File: config.mk
export PLATFORM = sky130hd
export DESIGN_NAME = vfield_fetch_agen
export DESIGN_NICKNAME = d
export VERILOG_FILES = /design/src/rtl/vff_pkg.sv /design/src/rtl/vff_cfg_latch.sv /design/src/rtl/vff_walker.sv /design/src/rtl/vff_req_out.sv /design/src/rtl/vfield_fetch_agen.sv
export SDC_FILE = /design/constraint.sdc
export NUM_CORES = 1
export LEC_CHECK = 0
export BUFFER_PORTS_ARGS = -buffer_cell sky130_fd_sc_hd__buf_2
export CAP_MARGIN = 20
export CORE_ASPECT_RATIO = 0.9
export CORE_MARGIN = 2
export CORE_UTILIZATION = 58
export CTS_CLUSTER_SIZE = 30
export DETAILED_ROUTE_END_ITERATION = 7
export GPL_ROUTABILITY_DRIVEN = 0
export GPL_TIMING_DRIVEN = 0
export PLACE_DENSITY = 0.81
export SLEW_MARGIN = 10
export SYNTH_ARGS = -nofsm -noshare
export SYNTH_HDL_FRONTEND = slang
export SYNTH_SLANG_ARGS = --single-unit
File: constraint.sdc
create_clock -name clk -period 3.2 [get_ports clk]
set_input_delay 0 -clock clk [delete_from_list [all_inputs] [get_ports clk]]
set_output_delay 0 -clock clk [all_outputs]
set_load 0.01 [all_outputs]
File: src/rtl/vff_pkg.sv
package vff_pkg;

  typedef enum logic [1:0] {
    ST_IDLE = 2'd0,
    ST_PREP = 2'd1,
    ST_RUN  = 2'd2
  } vff_state_e;

  localparam logic [3:0] BE_ALL = 4'hF;

  // Byte mask for the final Dword of a line, from the byte remainder.
  function automatic logic [3:0] tail_mask(input logic [1:0] rem);
    logic [3:0] m;
    case (rem)
      2'd1:    m = 4'h1;
      2'd2:    m = 4'h3;
      2'd3:    m = 4'h7;
      default: m = BE_ALL;
    endcase
    return m;
  endfunction

endpackage

File: src/rtl/vff_cfg_latch.sv
module vff_cfg_latch #(
  parameter int ADDR_W  = 32,
  parameter int PITCH_W = 16,
  parameter int LINE_W  = 12,
  parameter int BYTE_W  = 14,
  localparam int DPL_W  = BYTE_W - 1
) (
  input  logic               clk,
  input  logic               rst,
  input  logic               take,
  input  logic [ADDR_W-1:0]  base_odd_i,
  input  logic [ADDR_W-1:0]  base_even_i,
  input  logic [PITCH_W-1:0] pitch_i,
  input  logic [LINE_W-1:0]  lines_i,
  input  logic [BYTE_W-1:0]  bytes_i,
  output logic [ADDR_W-1:0]  base_o,
  output logic [PITCH_W-1:0] pitch_o,
  output logic [LINE_W-1:0]  lines_o,
  output logic [DPL_W-1:0]   dpl_o,
  output logic [3:0]         tail_be_o,
  output logic               odd_o,
  output logic               pitch_err_o
);
  import vff_pkg::*;

  logic [ADDR_W-1:0] base_pick;
  logic [DPL_W-1:0]  dw_per_line;
  logic              empty_field;

  // The parity flips on take, so the new field uses the opposite of odd_o.
  assign base_pick   = (!odd_o) ? base_odd_i : base_even_i;
  assign dw_per_line = DPL_W'(bytes_i[BYTE_W-1:2]) + DPL_W'(|bytes_i[1:0]);
  assign empty_field = (bytes_i == '0);

  always_ff @(posedge clk) begin
    if (rst) begin
      base_o      <= '0;
      pitch_o     <= '0;
      lines_o     <= '0;
      dpl_o       <= '0;
      tail_be_o   <= BE_ALL;
      odd_o       <= 1'b0;
      pitch_err_o <= 1'b0;
    end else if (take) begin
      odd_o       <= ~odd_o;
      base_o      <= base_pick & ~ADDR_W'(3);
      pitch_o     <= pitch_i & ~PITCH_W'(3);
      lines_o     <= empty_field ? '0 : lines_i;
      dpl_o       <= dw_per_line;
      tail_be_o   <= tail_mask(bytes_i[1:0]);
      pitch_err_o <= |pitch_i[1:0];
    end
  end

endmodule

File: src/rtl/vff_walker.sv
module vff_walker #(
  parameter int ADDR_W  = 32,
  parameter int PITCH_W = 16,
  parameter int LINE_W  = 12,
  parameter int DPL_W   = 13
) (
  input  logic               clk,
  input  logic               rst,
  input  logic               load,
  input  logic               step,
  input  logic [ADDR_W-1:0]  base_i,
  input  logic [PITCH_W-1:0] pitch_i,
  input  logic [LINE_W-1:0]  lines_i,
  input  logic [DPL_W-1:0]   dpl_i,
  input  logic [3:0]         tail_be_i,
  output logic [ADDR_W-1:0]  addr_o,
  output logic [3:0]         be_o,
  output logic               more_o
);
  import vff_pkg::*;

  logic [ADDR_W-1:0] addr_q;
  logic [ADDR_W-1:0] line_q;
  logic [DPL_W-1:0]  dw_left_q;
  logic [LINE_W-1:0] lines_left_q;
  logic              more_q;

  logic [ADDR_W-1:0] pitch_ext;
  logic [ADDR_W-1:0] next_line;
  logic              end_of_line;
  logic              final_line;

  assign pitch_ext   = {{(ADDR_W-PITCH_W){1'b0}}, pitch_i};
  assign next_line   = line_q + pitch_ext;
  assign end_of_line = (dw_left_q == DPL_W'(1));
  assign final_line  = (lines_left_q == LINE_W'(1));

  always_ff @(posedge clk) begin
    if (rst) begin
      addr_q       <= '0;
      line_q       <= '0;
      dw_left_q    <= '0;
      lines_left_q <= '0;
      more_q       <= 1'b0;
    end else if (load) begin
      addr_q       <= base_i;
      line_q       <= base_i;
      dw_left_q    <= dpl_i;
      lines_left_q <= lines_i;
      more_q       <= (dpl_i != '0) && (lines_i != '0);
    end else if (step && more_q) begin
      if (end_of_line) begin
        if (final_line) begin
          more_q <= 1'b0;
        end else begin
          line_q       <= next_line;
          addr_q       <= next_line;
          dw_left_q    <= dpl_i;
          lines_left_q <= lines_left_q - LINE_W'(1);
        end
      end else begin
        addr_q    <= addr_q + ADDR_W'(4);
        dw_left_q <= dw_left_q - DPL_W'(1);
      end
    end
  end

  assign addr_o = addr_q;
  assign be_o   = end_of_line ? tail_be_i : BE_ALL;
  assign more_o = more_q;

endmodule

File: src/rtl/vff_req_out.sv
module vff_req_out #(
  parameter int ADDR_W = 32
) (
  input  logic              clk,
  input  logic              rst,
  input  logic              issue,
  input  logic              drop,
  input  logic              done,
  input  logic [ADDR_W-1:0] addr_i,
  input  logic [3:0]        be_i,
  output logic              valid_o,
  output logic [ADDR_W-1:0] addr_o,
  output logic [3:0]        be_o,
  output logic              done_o
);

  always_ff @(posedge clk) begin
    if (rst) begin
      valid_o <= 1'b0;
      addr_o  <= '0;
      be_o    <= '0;
      done_o  <= 1'b0;
    end else begin
      done_o <= done;
      if (issue) begin
        valid_o <= 1'b1;
        addr_o  <= addr_i;
        be_o    <= be_i;
      end else if (drop) begin
        valid_o <= 1'b0;
      end
    end
  end

endmodule

File: src/rtl/vfield_fetch_agen.sv
module vfield_fetch_agen #(
  parameter int ADDR_W  = 32,
  parameter int PITCH_W = 16,
  parameter int LINE_W  = 12,
  parameter int BYTE_W  = 14,
  localparam int DPL_W  = BYTE_W - 1
) (
  input  logic               clk,
  input  logic               rst,
  input  logic               start,
  input  logic [ADDR_W-1:0]  base_odd,
  input  logic [ADDR_W-1:0]  base_even,
  input  logic [PITCH_W-1:0] line_pitch,
  input  logic [LINE_W-1:0]  field_lines,
  input  logic [BYTE_W-1:0]  line_bytes,
  input  logic               fifo_afull,
  input  logic               req_ready,
  output logic               req_valid,
  output logic [ADDR_W-1:0]  req_addr,
  output logic [3:0]         req_be,
  output logic               field_done,
  output logic               busy,
  output logic               field_odd,
  output logic               pitch_err
);
  import vff_pkg::*;

  vff_state_e state_q;

  logic               start_take;
  logic               slot_free;
  logic               in_run;
  logic               issue;
  logic               finish;
  logic               drop;

  logic [ADDR_W-1:0]  c_base;
  logic [PITCH_W-1:0] c_pitch;
  logic [LINE_W-1:0]  c_lines;
  logic [DPL_W-1:0]   c_dpl;
  logic [3:0]         c_tail;

  logic [ADDR_W-1:0]  w_addr;
  logic [3:0]         w_be;
  logic               w_more;

  assign start_take = start && (state_q == ST_IDLE);
  assign in_run     = (state_q == ST_RUN);
  assign slot_free  = !req_valid || req_ready;
  assign issue      = in_run && slot_free && w_more && !fifo_afull;
  assign finish     = in_run && slot_free && !w_more;
  assign drop       = in_run && slot_free;
  assign busy       = (state_q != ST_IDLE);

  always_ff @(posedge clk) begin
    if (rst) begin
      state_q <= ST_IDLE;
    end else begin
      case (state_q)
        ST_IDLE: if (start_take) state_q <= ST_PREP;
        ST_PREP: state_q <= ST_RUN;
        ST_RUN:  if (finish) state_q <= ST_IDLE;
        default: state_q <= ST_IDLE;
      endcase
    end
  end

  vff_cfg_latch #(
    .ADDR_W (ADDR_W),
    .PITCH_W(PITCH_W),
    .LINE_W (LINE_W),
    .BYTE_W (BYTE_W)
  ) u_cfg (
    .clk        (clk),
    .rst        (rst),
    .take       (start_take),
    .base_odd_i (base_odd),
    .base_even_i(base_even),
    .pitch_i    (line_pitch),
    .lines_i    (field_lines),
    .bytes_i    (line_bytes),
    .base_o     (c_base),
    .pitch_o    (c_pitch),
    .lines_o    (c_lines),
    .dpl_o      (c_dpl),
    .tail_be_o  (c_tail),
    .odd_o      (field_odd),
    .pitch_err_o(pitch_err)
  );

  vff_walker #(
    .ADDR_W (ADDR_W),
    .PITCH_W(PITCH_W),
    .LINE_W (LINE_W),
    .DPL_W  (DPL_W)
  ) u_walk (
    .clk      (clk),
    .rst      (rst),
    .load     (state_q == ST_PREP),
    .step     (issue),
    .base_i   (c_base),
    .pitch_i  (c_pitch),
    .lines_i  (c_lines),
    .dpl_i    (c_dpl),
    .tail_be_i(c_tail),
    .addr_o   (w_addr),
    .be_o     (w_be),
    .more_o   (w_more)
  );

  vff_req_out #(
    .ADDR_W(ADDR_W)
  ) u_out (
    .clk    (clk),
    .rst    (rst),
    .issue  (issue),
    .drop   (drop),
    .done   (finish),
    .addr_i (w_addr),
    .be_i   (w_be),
    .valid_o(req_valid),
    .addr_o (req_addr),
    .be_o   (req_be),
    .done_o (field_done)
  );

endmodule

Word-level counts from Yosys, hierarchy flattened
Index checks and enable logic that the tools add are counted.
{"block": "totals", "ff_bits": 205, "elab_cells": 88, "in_bits": 111}
{"block": "classes", "bitwise": 1, "n_eq_ne": 11, "add_sub_neg": 5, "n_mux": 28, "n_reduce_logical": 26}
{"cell": "32-bit two-way mux", "count": 8}
{"cell": "12-bit two-way mux", "count": 5}
{"cell": "13-bit two-way mux", "count": 4}
{"cell": "32-bit by 16-bit adder with 32-bit output", "count": 1}
{"cell": "32-bit by 3-bit adder with 32-bit output (second input constant)", "count": 1}
{"cell": "14-bit logical NOT", "count": 1}
{"cell": "12-bit by 1-bit adder with 13-bit output", "count": 1}
{"cell": "13-bit by 1-bit == test with 1-bit output (second input constant)", "count": 1}
{"cell": "13-bit nonzero test", "count": 1}
{"cell": "13-bit by 1-bit subtractor with 13-bit output (second input constant)", "count": 1}
{"cell": "12-bit by 1-bit == test with 1-bit output (second input constant)", "count": 1}
{"cell": "4-bit case mux with 3 select lines", "count": 1}
{"cell": "12-bit nonzero test", "count": 1}
{"cell": "12-bit by 1-bit subtractor with 12-bit output (second input constant)", "count": 1}
{"cell": "2-bit nonzero test", "count": 5}
{"cell": "1-bit logical AND", "count": 7}
{"cell": "2-bit == test (second input constant)", "count": 3}
{"cell": "1-bit two-way mux", "count": 6}
{"cell": "2-bit case mux with 3 select lines", "count": 1}
{"cell": "3-bit AND reduction", "count": 2}
{"cell": "2-bit by 1-bit == test with 1-bit output (second input constant)", "count": 2}
{"cell": "2-bit two-way mux", "count": 2}
{"cell": "4-bit two-way mux", "count": 1}
{"cell": "2-bit by 1-bit inequality test with 1-bit output (second input constant)", "count": 2}
{"cell": "other kinds (8)", "count": 12}

Logic depth before layout (Yosys ltp)
Gate-level depths: netlist of run 1.
{"block": "logic_depth", "depth_word": 8, "depth_mapped": 11, "mapped_depth_nobuf": 11}

Modules after synthesis
A second synthesis of run 1 with hierarchy kept.
{"block": "hier_totals", "hier_cells": 1370, "hier_area_um2": 11377.2}
{"module": "vff_walker", "area_each_um2": 6666.4, "cells_per_inst": 904, "instances": 1}
{"module": "vff_cfg_latch", "area_each_um2": 3218.1, "cells_per_inst": 330, "instances": 1}
{"module": "vff_req_out", "area_each_um2": 1367.6, "cells_per_inst": 122, "instances": 1}
{"module": "vfield_fetch_agen", "area_each_um2": 125.1, "cells_per_inst": 14, "instances": 1}

Worst setup path after synthesis of run 1
No wires, ideal clock.
{"block": "synth_path", "path_type": "register to register", "startpoint": "register u_cfg.pitch_o[2]", "endpoint": "register u_walk.addr_q[16] (netlist: u_walk.addr_o[16])", "setup_ns": 0.131, "synth_period_minus_slack_ns": 2.527, "path_buffers": 0, "path_stages_with_launch": 10, "path_slack_ns": 0.673, "t_arrival_ns": 2.396, "path_cell_list": "dfxtp_1 ha_1 fa_1 a21o_2 a221oi_2 or3_4 a21oi_4 or3_2 a31oi_1 nor3_1"}
{"block": "synth_via", "elab_chain_len": 5}
{"item": "start, declared", "line_no": "vff_cfg_latch.sv:17", "text": "output logic [PITCH_W-1:0] pitch_o,"}
{"item": "start signal, assigned", "line_no": "vff_cfg_latch.sv:47", "text": "pitch_o <= pitch_i & ~PITCH_W'(3);"}
{"item": "32-bit by 16-bit adder with 32-bit output", "line_no": "vff_walker.sv:34", "text": "assign next_line = line_q + pitch_ext;"}
{"item": "32-bit two-way mux", "line_no": "vff_walker.sv:53", "text": "if (final_line) begin"}
{"item": "32-bit two-way mux", "line_no": "vff_walker.sv:52", "text": "if (end_of_line) begin"}
{"item": "32-bit two-way mux", "line_no": "vff_walker.sv:51", "text": "end else if (step && more_q) begin"}
{"item": "32-bit two-way mux", "line_no": "vff_walker.sv:45", "text": "end else if (load) begin"}
{"item": "end signal, assigned", "line_no": "vff_walker.sv:46", "text": "addr_q <= base_i;"}
{"item": "end signal, assigned", "line_no": "vff_walker.sv:57", "text": "addr_q <= next_line;"}
{"item": "end signal, assigned", "line_no": "vff_walker.sv:62", "text": "addr_q <= addr_q + ADDR_W'(4);"}
{"item": "end, declared", "line_no": "vff_walker.sv:22", "text": "logic [ADDR_W-1:0] addr_q;"}
No other way between the ends. The select of a mux whose other input is x is not followed.
A chain may end at the register's enable or synchronous reset.

Worst setup path in the final report of run 1
{"block": "layout_path", "startpoint": "register u_walk.dw_left_q[0]", "endpoint": "register u_walk.addr_q[8] (netlist: u_walk.addr_o[8])"}
{"block": "layout_via", "elab_chain_len": 4}
{"item": "start, declared", "line_no": "vff_walker.sv:24", "text": "logic [DPL_W-1:0] dw_left_q;"}
{"item": "start signal, assigned", "line_no": "vff_walker.sv:48", "text": "dw_left_q <= dpl_i;"}
{"item": "start signal, assigned", "line_no": "vff_walker.sv:58", "text": "dw_left_q <= dpl_i;"}
{"item": "start signal, assigned", "line_no": "vff_walker.sv:63", "text": "dw_left_q <= dw_left_q - DPL_W'(1);"}
{"item": "13-bit by 1-bit == test with 1-bit output (*)", "line_no": "vff_walker.sv:35", "text": "assign end_of_line = (dw_left_q == DPL_W'(1));"}
{"item": "32-bit two-way mux", "line_no": "vff_walker.sv:52"}
{"item": "32-bit two-way mux", "line_no": "vff_walker.sv:51"}
{"item": "32-bit two-way mux", "line_no": "vff_walker.sv:45"}
Every way passes the cells marked *; elsewhere a longest branch is shown, timed or not. The select of a mux whose other input is x is not followed.

==> impl.org, run 1 <==
** Run status
- The run finished with clean final reports.

** Power
- Final Power :: slightly above 6000 uW
- VDD sags by at most about 0.38 mV.
- Power spread over the standard cell area amounts to approximately 470 nW/um^2.
- The analysis attributes to cell leakage a power of slightly above 0.005 uW.

** Die
- The die covers around 19000 sq um.
- The total area inside the core boundary comes to ~18000 sq um.
- between 150 and 200 I/O pins were placed.
- Initial Utilization :: 0.598
- Chip width :: around 150 um
- The die is roughly 130 um tall.
- The initialized floorplan defines 46 standard-cell rows.

** Placed design
- Area after detailed placement :: 11700 sq um
- Port Buffers :: 147
- Hpwl dp :: between 20000 and 30000 um
- After detailed placement, the design holds a cell count of approximately 1700.

** Synth
- Yosys attributes the largest share of cell area to sky130_fd_sc_hd__dfxtp_1, sky130_fd_sc_hd__nor2_1, sky130_fd_sc_hd__nand2_1, sky130_fd_sc_hd__a211oi_1, sky130_fd_sc_hd__a21oi_1.
- The share of the Yosys chip area taken by registers is 0.377.
- Number of distinct library cells after synthesis :: 81
- Post-Synthesis Net Count :: roughly 1500
- Counting flops with a built-in enable in the synthesized netlist gives 0.
- Of all flip-flops after synthesis, the portion carrying an async set or reset was 0.
- Instance count of the mapped netlist :: roughly 1300
- Library cell with the largest summed area after synthesis :: sky130_fd_sc_hd__dfxtp_1
- Yosys instantiated no cell more often than sky130_fd_sc_hd__dfxtp_1.
- The synthesized design contains 200 register bits.
- Commonest cells in the netlist :: sky130_fd_sc_hd__dfxtp_1, sky130_fd_sc_hd__nor2_1, sky130_fd_sc_hd__nand2_1
- Prevailing post-synth register cell :: sky130_fd_sc_hd__dfxtp_1
- Of the post-synthesis cell area, the dominant cell type holds 0.377.
- In this run the cell area of the synthesized design comes to between 10000 and 15000 sq um.
- After synthesis, the mean cell area works out to roughly 8.0 sq um.
- Yosys printed 0 warnings.

** Timing
- At the pin with the least slew margin, the transition time is about 1200 ps.
- Final max-slew violation count :: 0
- The worst path needs between 3000 and 4000 ps of the cycle, external delays included.
- Final-layout worst hold slack :: around 52 ps
- FMAX :: 324 MHz
- Headroom to the max-slew limit :: 0.214
- Number of setup violations in the final report :: 0
- Worst clock skew :: 10.4 ps
- Setup repair after global routing could not meet its margin everywhere.
- Final worst path period share :: 0.966
- Final Hold Violating Endpoints :: 0

** Critical path
- For the worst flop-to-flop path, the logic depth is 6.
- STA classifies the critical path startpoint as a flop.
- Setup crit end kind :: flop
- Worst R2R Start :: u_walk.dw_left_q[0]
- Arrival time at the worst endpoint :: around 3400 ps
- The worst register-to-register path ends at u_walk.addr_o[8].
- STA puts the critical path data required time at approximately 3600 ps.
- Setup slack on the worst reg-to-reg path comes out at between 100 and 150 ps.
- Critical path fanouts, max :: 10
- Setup Crit Path Kind :: flop to flop

** Finish
- After the last flow step, the layout net total stands at 1727.
- The number of antenna diodes in the final layout is 0.
- Area growth syn-to-layout :: 25.0%
- In the final layout, the share of cells above drive strength 1 is 0.150.
- With fillers left out, the area of the finished cells amounts to roughly 13000 sq um.
- Number of inserted filler cells in the final layout :: between 1000 and 1500
- The count of cells in the finished layout, fillers not included, comes to between 1500 and 2000.

** Worst hold path
- The min-delay analysis places its worst path in the category input pin to flop.
- Counting instances, the worst hold path has a depth of 5.
- For hold timing, the worst endpoint is u_cfg.tail_be_o[3].
- In this run the most critical hold path is launched from line_bytes[0].

** Clocking
- Clock-pin transition on the worst setup and hold timing paths :: approximately 70 ps
- CTS tree :: yes
- In this run the clock root is driven by a sky130_fd_sc_hd__clkbuf_16.
- Number of buffers added by the clock tree synthesis step :: 17
- Postcts setup bufs :: 0
- Clk sinks :: 200
- At the later pin of the worst-skew pair, clock insertion delay measures 450 ps.
- Counting along the longest clock path gives a buffer depth of 2.
- Htree depth :: 4

** Detailed routing
- DRT iter0 DRCs :: between 1500 and 2000
- Once detail routing completed, the nets flagged for antenna violations numbered 0.
- Detailed-route vias per instance :: 6.46
- Number of detailed-route iterations in the first pass :: 6
- After detailed routing, the number of remaining DRC violations is 0.
- Routed Wire Length :: approximately 39000 um
- Avg WL per Cell :: ~21 um
- Total number of vias :: roughly 12000

** Global routing
- The first global-routing pass estimated between 50000 and 60000 um of wire.
- Pin count of the biggest net entering global routing :: 18
- The initial antenna violation count was 0.
- The via count of the first global-routing pass is 11300.
- After global routing the overflow that remains totals 0.
- Aggregate global-route resource usage :: 0.389

** Run
- Across the run, the number of max-cap violations was 0.
how the worst max path moves through the flow:
stage / start / slack (ps) / to
finish: u_walk.dw_left_q[0] / 110 / u_walk.addr_o[8]
global route: u_cfg.pitch_o[2] / -7 / u_walk.addr_o[28]
CTS: u_cfg.pitch_o[6] / 20 / u_walk.addr_o[17]
detailed placement: u_cfg.pitch_o[6] / 40 / u_walk.addr_o[31]
global placement: u_cfg.pitch_o[6] / 80 / u_walk.addr_o[31]
floorplan: u_cfg.pitch_o[2] / 670 / u_walk.addr_o[16]
worst max-delay path, stage by stage, from the launching register on:
cell and delay [ps]:
sky130_fd_sc_hd__dfxtp_1 450, sky130_fd_sc_hd__ha_1 200, sky130_fd_sc_hd__nor4b_1 460, sky130_fd_sc_hd__nand3_1 580, sky130_fd_sc_hd__nor2_1 760, sky130_fd_sc_hd__a221oi_1 260, sky130_fd_sc_hd__a211oi_1 270
through the flow:
step,setup TNS (ps),util,setup slack (ps)
3_5_place_dp,0,0.656,43.0
4_1_cts,0,0.747,18.5
6_report,0,0.747,109
3_3_place_gp,0,0.656,75.7
5_1_grt,-6.65,0.747,-6.65
2_1_floorplan,0,-,673
cells by family after synthesis:
kind of cell,Yosys count,synth area share
adder cells (fa/ha/maj),24,0.0290
buffers and inverters,122,0.0566
flip-flops,200,0.377
AND/OR/NAND/NOR,529,0.232
AO/OA/AOI/OAI,353,0.224
XOR/XNOR,62,0.0511
multiplexers,32,0.0301
report_power, final:
group	total [uW]	leakage (uW)	switching, uW	internal (uW)
registers	2810	0.00164	172	2640
logic	1240	0.00324	716	525
clock network	2150	0.000279	1030	1120
routing by layer:
layer	track usage	vias up	routed length, um
met5	0	-	0
met2	0.588	970	16300
met1	0.514	5422	14600
met3	0.0845	203	5110
li1	-	5321	-
met4	0.224	0	2460
layout make-up:
| type | count | area [sq um] | area share |
|---|---|---|---|
| plain buffers | 100 | 520 | 0.0392 |
| clock buffers | 22 | 494 | 0.0372 |
| multi-input cells | 1000 | 6030 | 0.454 |
| repair buffers | 251 | 1780 | 0.134 |
| clock inverters | 10 | 85.1 | 0.00640 |
| inverters | 22 | 82.6 | 0.00621 |
| flip-flops and latches | 200 | 4000 | 0.301 |
| well taps | 240 | 300 | 0.0226 |
repair_timing:
action,CTS,global route
setup endpoints to repair,0,10
gates resized for setup,0,3
hold buffers,104,0
hold endpoints to repair,75,0
state kept, by name, summed over array words and instances (netlist names):
| signal | flops |
|---|---|
| u_walk.dw_left_q | 13 |
| u_cfg.pitch_o | 14 |
| u_walk.more_o | 1 |
| u_walk.line_q | 30 |
| state_q | 2 |
| u_cfg.dpl_o | 13 |
| u_cfg.base_o | 30 |
| u_cfg.tail_be_o | 3 |
| u_out.be_o | 4 |
| u_out.done_o | 1 |
| u_cfg.pitch_err_o | 1 |
| u_walk.addr_o | 31 |
| u_out.addr_o | 31 |
| u_cfg.odd_o | 1 |
| u_cfg.lines_o | 12 |
| u_out.valid_o | 1 |
| u_walk.lines_left_q | 12 |
placed cells by master, fill, tap and decap left out, drive strengths merged, types with 21 or more instances in the layout:
master and n:
nand2 165, nor3 39, inv 25, xnor2 38
clkbuf 95, mux2i 32, ha 23, a21oi 101
nand4 21, nand3 29, dlygate4sd3 104, a211oi 80
o21ai 43, nor4 22, nor2 187, buf 173
dfxtp 200, xor2 24, a22oi 23
Note: power is estimated with default switching activity, not from simulation.
==> run 2, diff against run 1 <==
- PLACE_DENSITY: 0.81 -> unset
- PLACE_DENSITY_LB_ADDON: unset -> 0.15
==> run 2 against run 1 <==
Sequential share of layout area about the same. Register-to-register slack gained 70 ps. Routed wire length is essentially flat. Fmax up 2.3%. Clock skew increased by 6.9 ps. Sequential power about the same. Critical endpoint is now u_walk.addr_o[16]. Count of clock-buffer cells in the layout unchanged. Hold slack got worse by 15 ps. Highest routed layer unchanged.
==> impl.org, run 2 (synthesis gave the netlist of run 1 again) <==
** Run status
- Outcome :: complete, no violations

** Power
- The sequential group share of total power is 0.451 (-0.002).
- P per Cell Area :: 468 nW/um^2 (+0.40%)
- Pint :: 4350 uW (+1.5%)
- The static power due to leakage came to 0.00516 uW (about the same).
- The switching power is 1880 uW (-2.1%).
- The share of total power in the clock network came to 0.348 (+0.002).
- Net switching share of the total power :: 0.302 (-0.00782)
- Part of the power in combinational logic :: 0.201 (about the same)
- Maximum vdd drop :: 0.341 mV (-9.3%)

** Timing
- The relative slew slack came to 0.207 (-0.00672).
- Period minus WS final :: 3020 ps (-68.2 ps)
- Smallest setup slack after layout :: 178 ps (+68.2 ps)
- FMAX :: 331 MHz (+2.3%)
- Final max-slew violation count :: 0 (unchanged)
- The worst clock skew came to 17.3 ps (+6.92 ps).
- Number of setup violations in the final report :: 0 (unchanged)
- Final worst path period share :: 0.944 (-0.0213)
- Setup repair after global routing left no endpoint under its margin.
- Final Hold Violating Endpoints :: 0 (unchanged)
- Final sum of negative setup slack :: 0 ps (unchanged)
- Slew of the pin with the lowest slew margin :: 1180 ps (+9.99 ps)

** Die
- The count of boundary I/O pins came to 152 (unchanged).
- Chip Height :: 132 um (unchanged)
- The full die area came to 19400 sq um (unchanged).
- The number of rows in the core area was 46 (unchanged).
- Core region area :: 17800 sq um (unchanged)
- The starting density of the core was 0.598 (unchanged).
- Chip width :: 147 um (unchanged)

** Detailed routing
- Number of detailed-route iterations in the first pass :: 8 (+2)
- The number of routed nets with antenna violations is 0 (unchanged).
- The DRC marker count from the first detailed-route iteration came to 1625 (+3.7%).
- Detailed-route vias per instance :: 6.35 (-1.7%)
- Drt drc :: 0 (unchanged)
- Avg WL per Cell :: 20.9 um (about the same)
- Routed Wire Length :: 38500 um (about the same)
- The number of vias after detailed routing is 11700 (-1.7%).

** Worst hold path
- The tightest min-delay check is of the input pin to flop type.
- The startpoint identified for the worst hold timing path is line_bytes[0].

** Finish
- The area added between synthesis and finish came to 25.1% (about the same).
- Leaving out fill and tap cells, the most frequent cells in the layout are sky130_fd_sc_hd__dfxtp_1, sky130_fd_sc_hd__nor2_1, sky130_fd_sc_hd__nand2_1.
- The library cell used most frequently in the layout, excluding fill and tap cells, is sky130_fd_sc_hd__dfxtp_1.
- Number of nets in the layout :: 1727 (unchanged)
- Share of final-layout standard cells stronger than drive strength 1 :: 0.148 (-0.00187)
- Biggest registers after layout :: u_out.addr_o (31), u_walk.addr_o (31)
- Number of inserted filler cells in the final layout :: 1335 (-0.89%)
- ANT cells :: 0 (unchanged)

** Clocking
- CTS max path bufs :: 2 (unchanged)
- The clock-pin slew of the registers on the worst-case setup and hold paths was 70 ps (about the same).
- The clock insertion delay at the later pin of the skew report is 450 ps (about the same).
- Number of buffers added by the clock tree synthesis step :: 17 (unchanged)
- The maximum level of the CTS H-tree was 4 (unchanged).
- Clk sinks :: 200 (unchanged)
- CTS tree :: yes
- Root buf cell :: sky130_fd_sc_hd__clkbuf_16
- The total setup buffers inserted after CTS is 0 (unchanged).

** Global routing
- The via count of the first global-routing pass is 11200 (-0.17%).
- The initial antenna violation count is 0 (unchanged).
- The pin count of the biggest net entering global routing is 17 (-1).
- Aggregate global-route resource usage :: 0.392 (+0.00312)
- The global-route wire length before repair is 60400 um (+1.2%).
- The total grt overflow came to 0 (unchanged).

** Placed design
- The half-perimeter wire length of the detailed placement result came to 26300 um (+0.98%).
- Pre-CTS worst setup slack :: 152 ps (+109 ps)
- Port Buffers :: 147 (unchanged)

** Critical path
- Arrival time at the worst endpoint :: 3320 ps (-120 ps)
- The critical path in this run is classified as flop to flop.
- STA classifies the critical path startpoint as a flop.
- STA classifies the critical path endpoint as a flop.
- In this run the critical register-to-register path is launched from u_cfg.pitch_o[2].
- Tracing the worst setup path back leads to its startpoint at u_cfg.pitch_o[2].
- Critical path fanouts, max :: 10 (unchanged)
- The critical path required time came to 3490 ps (-60 ps).

** Run
- Max-capacitance violation count :: 0 (unchanged)
run 2: layout make-up:
class,count,area (sq um),share of cell area
repair buffers,251,1780,0.134
flip-flops and latches,200,4000,0.301
multi-input cells,1000,6040,0.454
clock buffers,22,454,0.0342
clock inverters,10,119,0.00894
plain buffers,100,519,0.0391
inverters,22,82.6,0.00621
well taps,240,300,0.0226
run 2: worst max-delay path, stage by stage (launching register included):
cell and delay (ps):
sky130_fd_sc_hd__dfxtp_1 320, sky130_fd_sc_hd__ha_1 220, sky130_fd_sc_hd__fa_1 410, sky130_fd_sc_hd__a21o_2 250, sky130_fd_sc_hd__a221oi_2 410, sky130_fd_sc_hd__or3_4 260
sky130_fd_sc_hd__a21oi_4 120, sky130_fd_sc_hd__or3_2 480, sky130_fd_sc_hd__a31oi_1 310, sky130_fd_sc_hd__nor3_1 90
run 2: layer usage:
layer,up-vias,wire length (um),part of all wire,track usage
li1,5321,-,-,-
met1,5421,14800,0.38,0.511
met2,803,16700,0.43,0.603
met3,171,4860,0.13,0.104
met4,0,2140,0.055,0.194
met5,-,0,0,0
run 2: final timing paths:
| check | to | slack [ps] | cells past startpoint |
|---|---|---|---|
| min | u_cfg.tail_be_o[3] | 40 | 5 |
| max | u_walk.addr_o[16] | 180 | 9 |
| min reg2reg | u_out.addr_o[7] | 450 | 2 |
| max reg2reg | u_walk.addr_o[16] | 180 | 9 |
run 2: power by group through the flow:
stage	Combinational (uW)	Sequential [uW]	Clock, uW
global placement	1030	2840	0
finish	1250	2800	2170
CTS	1190	2790	2150
floorplan	731	2800	0
detailed placement	1050	2850	0
global route	1340	2820	2260
run 2: metrics by stage:
stage	instance area, sq um	util	hold WS (ps)	total power, uW	instances
global route	13300	0.748	74.8	6420	1845
global placement	11700	0.656	234	3870	1709
detailed placement	11700	0.656	243	3900	1709
finish	13300	0.748	37.3	6220	1845
floorplan	10600	-	136	3530	1322
CTS	13300	0.747	28.0	6140	1845
run 2: timing repair:
item | 4_1_cts | 5_1_grt
gates resized for setup | 0 | 3
hold buffers | 104 | 0
hold endpoints to repair | 76 | 0
endpoints found under the setup margin | 0 | 15
==> run 3, diff against run 2 <==
- CORE_UTILIZATION: 58 -> 59
- SYNTH_HIERARCHICAL: unset -> 1
==> run 3 against run 2 <==
Setup slack worse by 41 ps. Critical endpoint is now u_walk/addr_o[20]. Via count up 4.9%. Critical path type unchanged. Hold slack better by 160 ps. Largest power group unchanged. Die area up 5.1%. Register-to-register slack worse by 40 ps. Total power up 9.1%.
==> impl.org, run 3 <==
** Synth
- Synthesized-area fraction occupied by adder cells :: 0.0304 (+0.00140)
- The post-synthesis sequential element count is 204 (+2.0%).
- The number of synthesized flops with an enable pin was 0 (unchanged).
- The largest total area in the synthesized netlist belongs to sky130_fd_sc_hd__dfxtp_1.
- The number of library cell types mapped by synthesis came to 86 (+6.2%).
- After synthesis, the largest family of logic cells by area is simple AND/OR/NAND/NOR gates.
- FFs w/ async S/R, synth :: 0 (unchanged)
- Count of warnings emitted by yosys :: 6 (+6)
- Complex-gate fraction of the synthesized area :: 0.204 (-0.0205)
- In the synthesized netlist the dominant register cell turns out to be sky130_fd_sc_hd__dfxtp_1.
- The mean area per synthesized cell was 8.30 sq um (+3.3%).
- The area share of and/or/nand/nor cells after synthesis was 0.227 (-0.00545).
- The post-synthesis mux area share was 0.0801 (+0.0499).
- Sequential-to-total area share from yosys stat :: 0.359 (-0.0177)
- Netlist Area Pre-Place :: 11400 sq um (+7.0%)
- Area share of the leading cell type in the synthesized netlist :: 0.359 (-0.0177)
- Most used standard cell by instance count after synthesis :: sky130_fd_sc_hd__dfxtp_1
- Instance count of the mapped netlist :: 1370 (+3.6%)
- By count the netlist is led by sky130_fd_sc_hd__dfxtp_1, sky130_fd_sc_hd__nor2_1, sky130_fd_sc_hd__nand2_1.
- Synth area leaders :: sky130_fd_sc_hd__dfxtp_1, sky130_fd_sc_hd__mux2i_1, sky130_fd_sc_hd__nor2_1, sky130_fd_sc_hd__a211oi_1, sky130_fd_sc_hd__a21oi_1
- The share of the synthesized netlist area taken by xor and xnor gates was 0.0462 (-0.00489).

** Power
- The cell internal power dissipation came to 4810 uW (+11%).
- The power density of the placed cells came to 475 nW/um^2 (+1.4%).
- The combinational cell fraction of total power came to 0.186 (-0.015).
- The overall power came to 6790 uW (+9.1%).
- Clk network pwr share :: 0.391 (+0.043)
- The net switching share of the total power is 0.292 (-0.00977).
- Net switching component of the power :: 1980 uW (+5.5%)
- Part of the total power dissipated in sequential elements :: 0.423 (-0.028)
- The static power due to leakage came to 0.00559 uW (+8.4%).
- The largest voltage drop on the vdd net is 0.365 mV (+6.9%).

** Global routing
- The initial antenna violation count is 1 (+1).
- Aggregate global-route resource usage :: 0.389 (-0.00314)
- Global route overflow :: 0 (unchanged)
- Pin count of the biggest net entering global routing :: 15 (-2)
- The via count of the first global-routing pass came to 11100 (-1.0%).
- The global-route wire length before repair was 61600 um (+1.9%).

** Timing
- Final Hold Violating Endpoints :: 0 (unchanged)
- The max-slew violation count was 0 (unchanged).
- FMAX :: 326 MHz (-1.3%)
- Period minus WS final :: 3060 ps (+40.5 ps)
- The final-report setup violation count came to 0 (unchanged).
- Headroom to the max-slew limit :: 0.371 (+0.163)
- Worst clock skew :: 13.9 ps (-3.47 ps)
- The pin slew with the least headroom to its limit was 944 ps (-234 ps).
- Unrepaired setup endpoints after global routing :: false
- The worst setup slack after layout is 137 ps (-40.5 ps).
- The final critical-path share of the clock period is 0.957 (+0.0127).

** Clocking
- Number of buffers added by the clock tree synthesis step :: 22 (+5)
- The worst-case clock buffer depth was 3 (+1).
- TritonCTS built the clock tree.
- Clock-pin transition on the worst setup and hold timing paths :: 60 ps (about the same)
- The total setup buffers inserted after CTS came to 0 (unchanged).
- The tree is rooted in a sky130_fd_sc_hd__clkbuf_16.
- Clk sinks :: 204 (+2.0%)
- The maximum level of the CTS H-tree is 1 (-3).
- The clock insertion delay at the later pin of the skew report came to 510 ps (+60 ps).

** Critical path
- On the critical path, the stage with the largest delay is an instance of sky130_fd_sc_hd__a31oi_1.
- The worst setup path is of the flop to flop kind.
- The critical path goes through ha_1 > clkbuf_1 > o2111ai_1 > a31oi_1 > nor3_1 > buf_2 > o31a_1 > o21ai_0 > a21oi_1.
- Sort of element at the start of the critical path :: flop
- CP peak stage delay :: 480 ps (about the same)
- Critical path fanouts, max :: 10 (unchanged)
- The critical path required time is 3550 ps (+60 ps).
- Critical path startpoint :: u_cfg/pitch_o[11]
- Setup crit end kind :: flop
- Worst R2R Start :: u_cfg/pitch_o[11]
- Arrival time at the worst endpoint :: 3410 ps (+90 ps)

** Die
- Core region area :: 19000 sq um (+7.0%)
- The count of boundary I/O pins is 152 (unchanged).
- Std cell rows :: 48 (+4.3%)
- Chip width :: 150 um (+2.5%)
- The starting density of the core was 0.598 (about the same).
- Chip Height :: 136 um (+2.5%)
- Full die area :: 20400 sq um (+5.1%)

** Finish
- The share of final-layout standard cells stronger than drive strength 1 came to 0.158 (+0.00999).
- The antenna diode instance count came to 0 (unchanged).
- Leading cell types in the layout, fill and taps excluded :: sky130_fd_sc_hd__dfxtp_1, sky130_fd_sc_hd__nor2_1, sky130_fd_sc_hd__buf_2
- The library cell used most frequently in the layout, excluding fill and tap cells, is sky130_fd_sc_hd__dfxtp_1.
- Multi-input gate area :: 6710 sq um (+11%)
- Register Area :: 4080 sq um (+2.0%)
- Biggest registers after layout :: u_out/addr_o (32), u_walk/addr_o (32), u_walk/line_q (32)
- Compared with the post-synthesis result, the final layout area differs by 25.7%.
- Number of inserted filler cells in the final layout :: 1413 (+5.8%)
- Number of nets in the layout :: 1792 (+3.8%)

** Placed design
- Hpwl dp :: 27600 um (+5.1%)
- The count of buffers from port buffering was 147 (unchanged).
- The pre-CTS setup slack was 138 ps (-14.4 ps).

** Worst hold path
- Min-Delay Path Class :: input pin to flop
- Worst hold path startpoint :: start

** Detailed routing
- Routed Wire Length :: 40800 um (+5.8%)
- DRT iter0 DRCs :: 1561 (-3.9%)
- The number of vias after detailed routing was 12300 (+4.9%).
- The first-pass iteration count of the detailed router is 6 (-2).
- The number of routed nets with antenna violations is 0 (unchanged).
- Detailed-route vias per instance :: 6.41 (+0.89%)
- The average routed wire per standard cell came to 21.3 um (+1.8%).
- Drt drc :: 0 (unchanged)

** Run
- The number of max-cap violations is 0 (unchanged).

** Run status
- The flow ran to the end, and the final reports show no timing, DRC or antenna violations.
-- run 3: cell types whose count changed after synthesis, moves of 11 or more --
cell | previous run | this run
sky130_fd_sc_hd__nand2_1 | 165 | 102
sky130_fd_sc_hd__mux2i_1 | 32 | 91
sky130_fd_sc_hd__o21ai_0 | 41 | 68
sky130_fd_sc_hd__a211oi_1 | 79 | 60
sky130_fd_sc_hd__a221oi_1 | 17 | 3
sky130_fd_sc_hd__nor2_1 | 186 | 200
sky130_fd_sc_hd__a21oi_1 | 100 | 88
sky130_fd_sc_hd__nand2b_1 | 4 | 15
-- run 3: through the flow --
| stage | hold slack [ps] | cell area (sq um) | std cells | TNS, ps | util |
|---|---|---|---|---|---|
| floorplan | 129 | 11400 | 1373 | 0 | - |
| global placement | 228 | 12400 | 1770 | -249 | 0.653 |
| global route | 208 | 14300 | 1918 | 0 | 0.751 |
| detailed placement | 235 | 12400 | 1770 | 0 | 0.654 |
| CTS | 182 | 14300 | 1918 | 0 | 0.751 |
| finish | 198 | 14300 | 1918 | 0 | 0.751 |
-- run 3: final cells by class --
cell class	count	area share
repair buffers	257	0.128
inverters	24	0.00630
plain buffers	101	0.0362
clock buffers	31	0.0459
clock inverters	7	0.00656
flip-flops and latches	204	0.286
multi-input cells	1044	0.469
well taps	250	0.0219
-- run 3: path summary, 6_finish.rpt --
| kind | to | slack, ps | depth (start not counted) |
|---|---|---|---|
| setup / recovery | u_walk/addr_o[20] | 140 | 9 |
| hold / removal | u_cfg/tail_be_o[3] | 200 | 5 |
| setup reg to reg | u_walk/addr_o[20] | 140 | 9 |
| hold reg to reg | u_walk/addr_o[0] | 470 | 2 |
-- run 3: cell families after synthesis --
logic type | count (synthesis)
flops | 204
simple gates | 516
mux | 91
buf+inv | 125
fa+ha+maj | 27
compound gates | 345
xor+xnor | 60
other cells | 2
-- run 3: power groups by stage --
stage                     combinational (uW)  sequential, uW  clock [uW]
after floorplan                          731            2840           0
after global placement                  1030            2910           0
after detailed placement                1050            2910           0
after CTS                               1190            2860        2660
after global routing                    1340            2880        2750
final                                   1260            2870        2650
-- run 3: critical path: cells and delay by family, from the launching register on --
family                     cells  cell delay [ps]
adders and majority gates      1              280
DFF                            1              320
and+or+nand+nor                1              190
buffers and inverters          2              530
AOI/OAI and AO/OA              5             1570
-- run 3: metal layers --
| metal | global-route usage | vias up | part of all wire |
|---|---|---|---|
| met1 | 0.518 | 5637 | 0.39 |
| met2 | 0.596 | 928 | 0.43 |
| met3 | 0.112 | 168 | 0.14 |
| met4 | 0.147 | 2 | 0.044 |
| li1 | - | 5553 | - |
| met5 | 0 | - | 0.00032 |
-- run 3: repair_timing --
item | CTS | global route
setup endpoints to repair | 0 | 15
resized for setup | 0 | 6
endpoints found under the hold margin | 77 | 0
hold buffers | 110 | 0
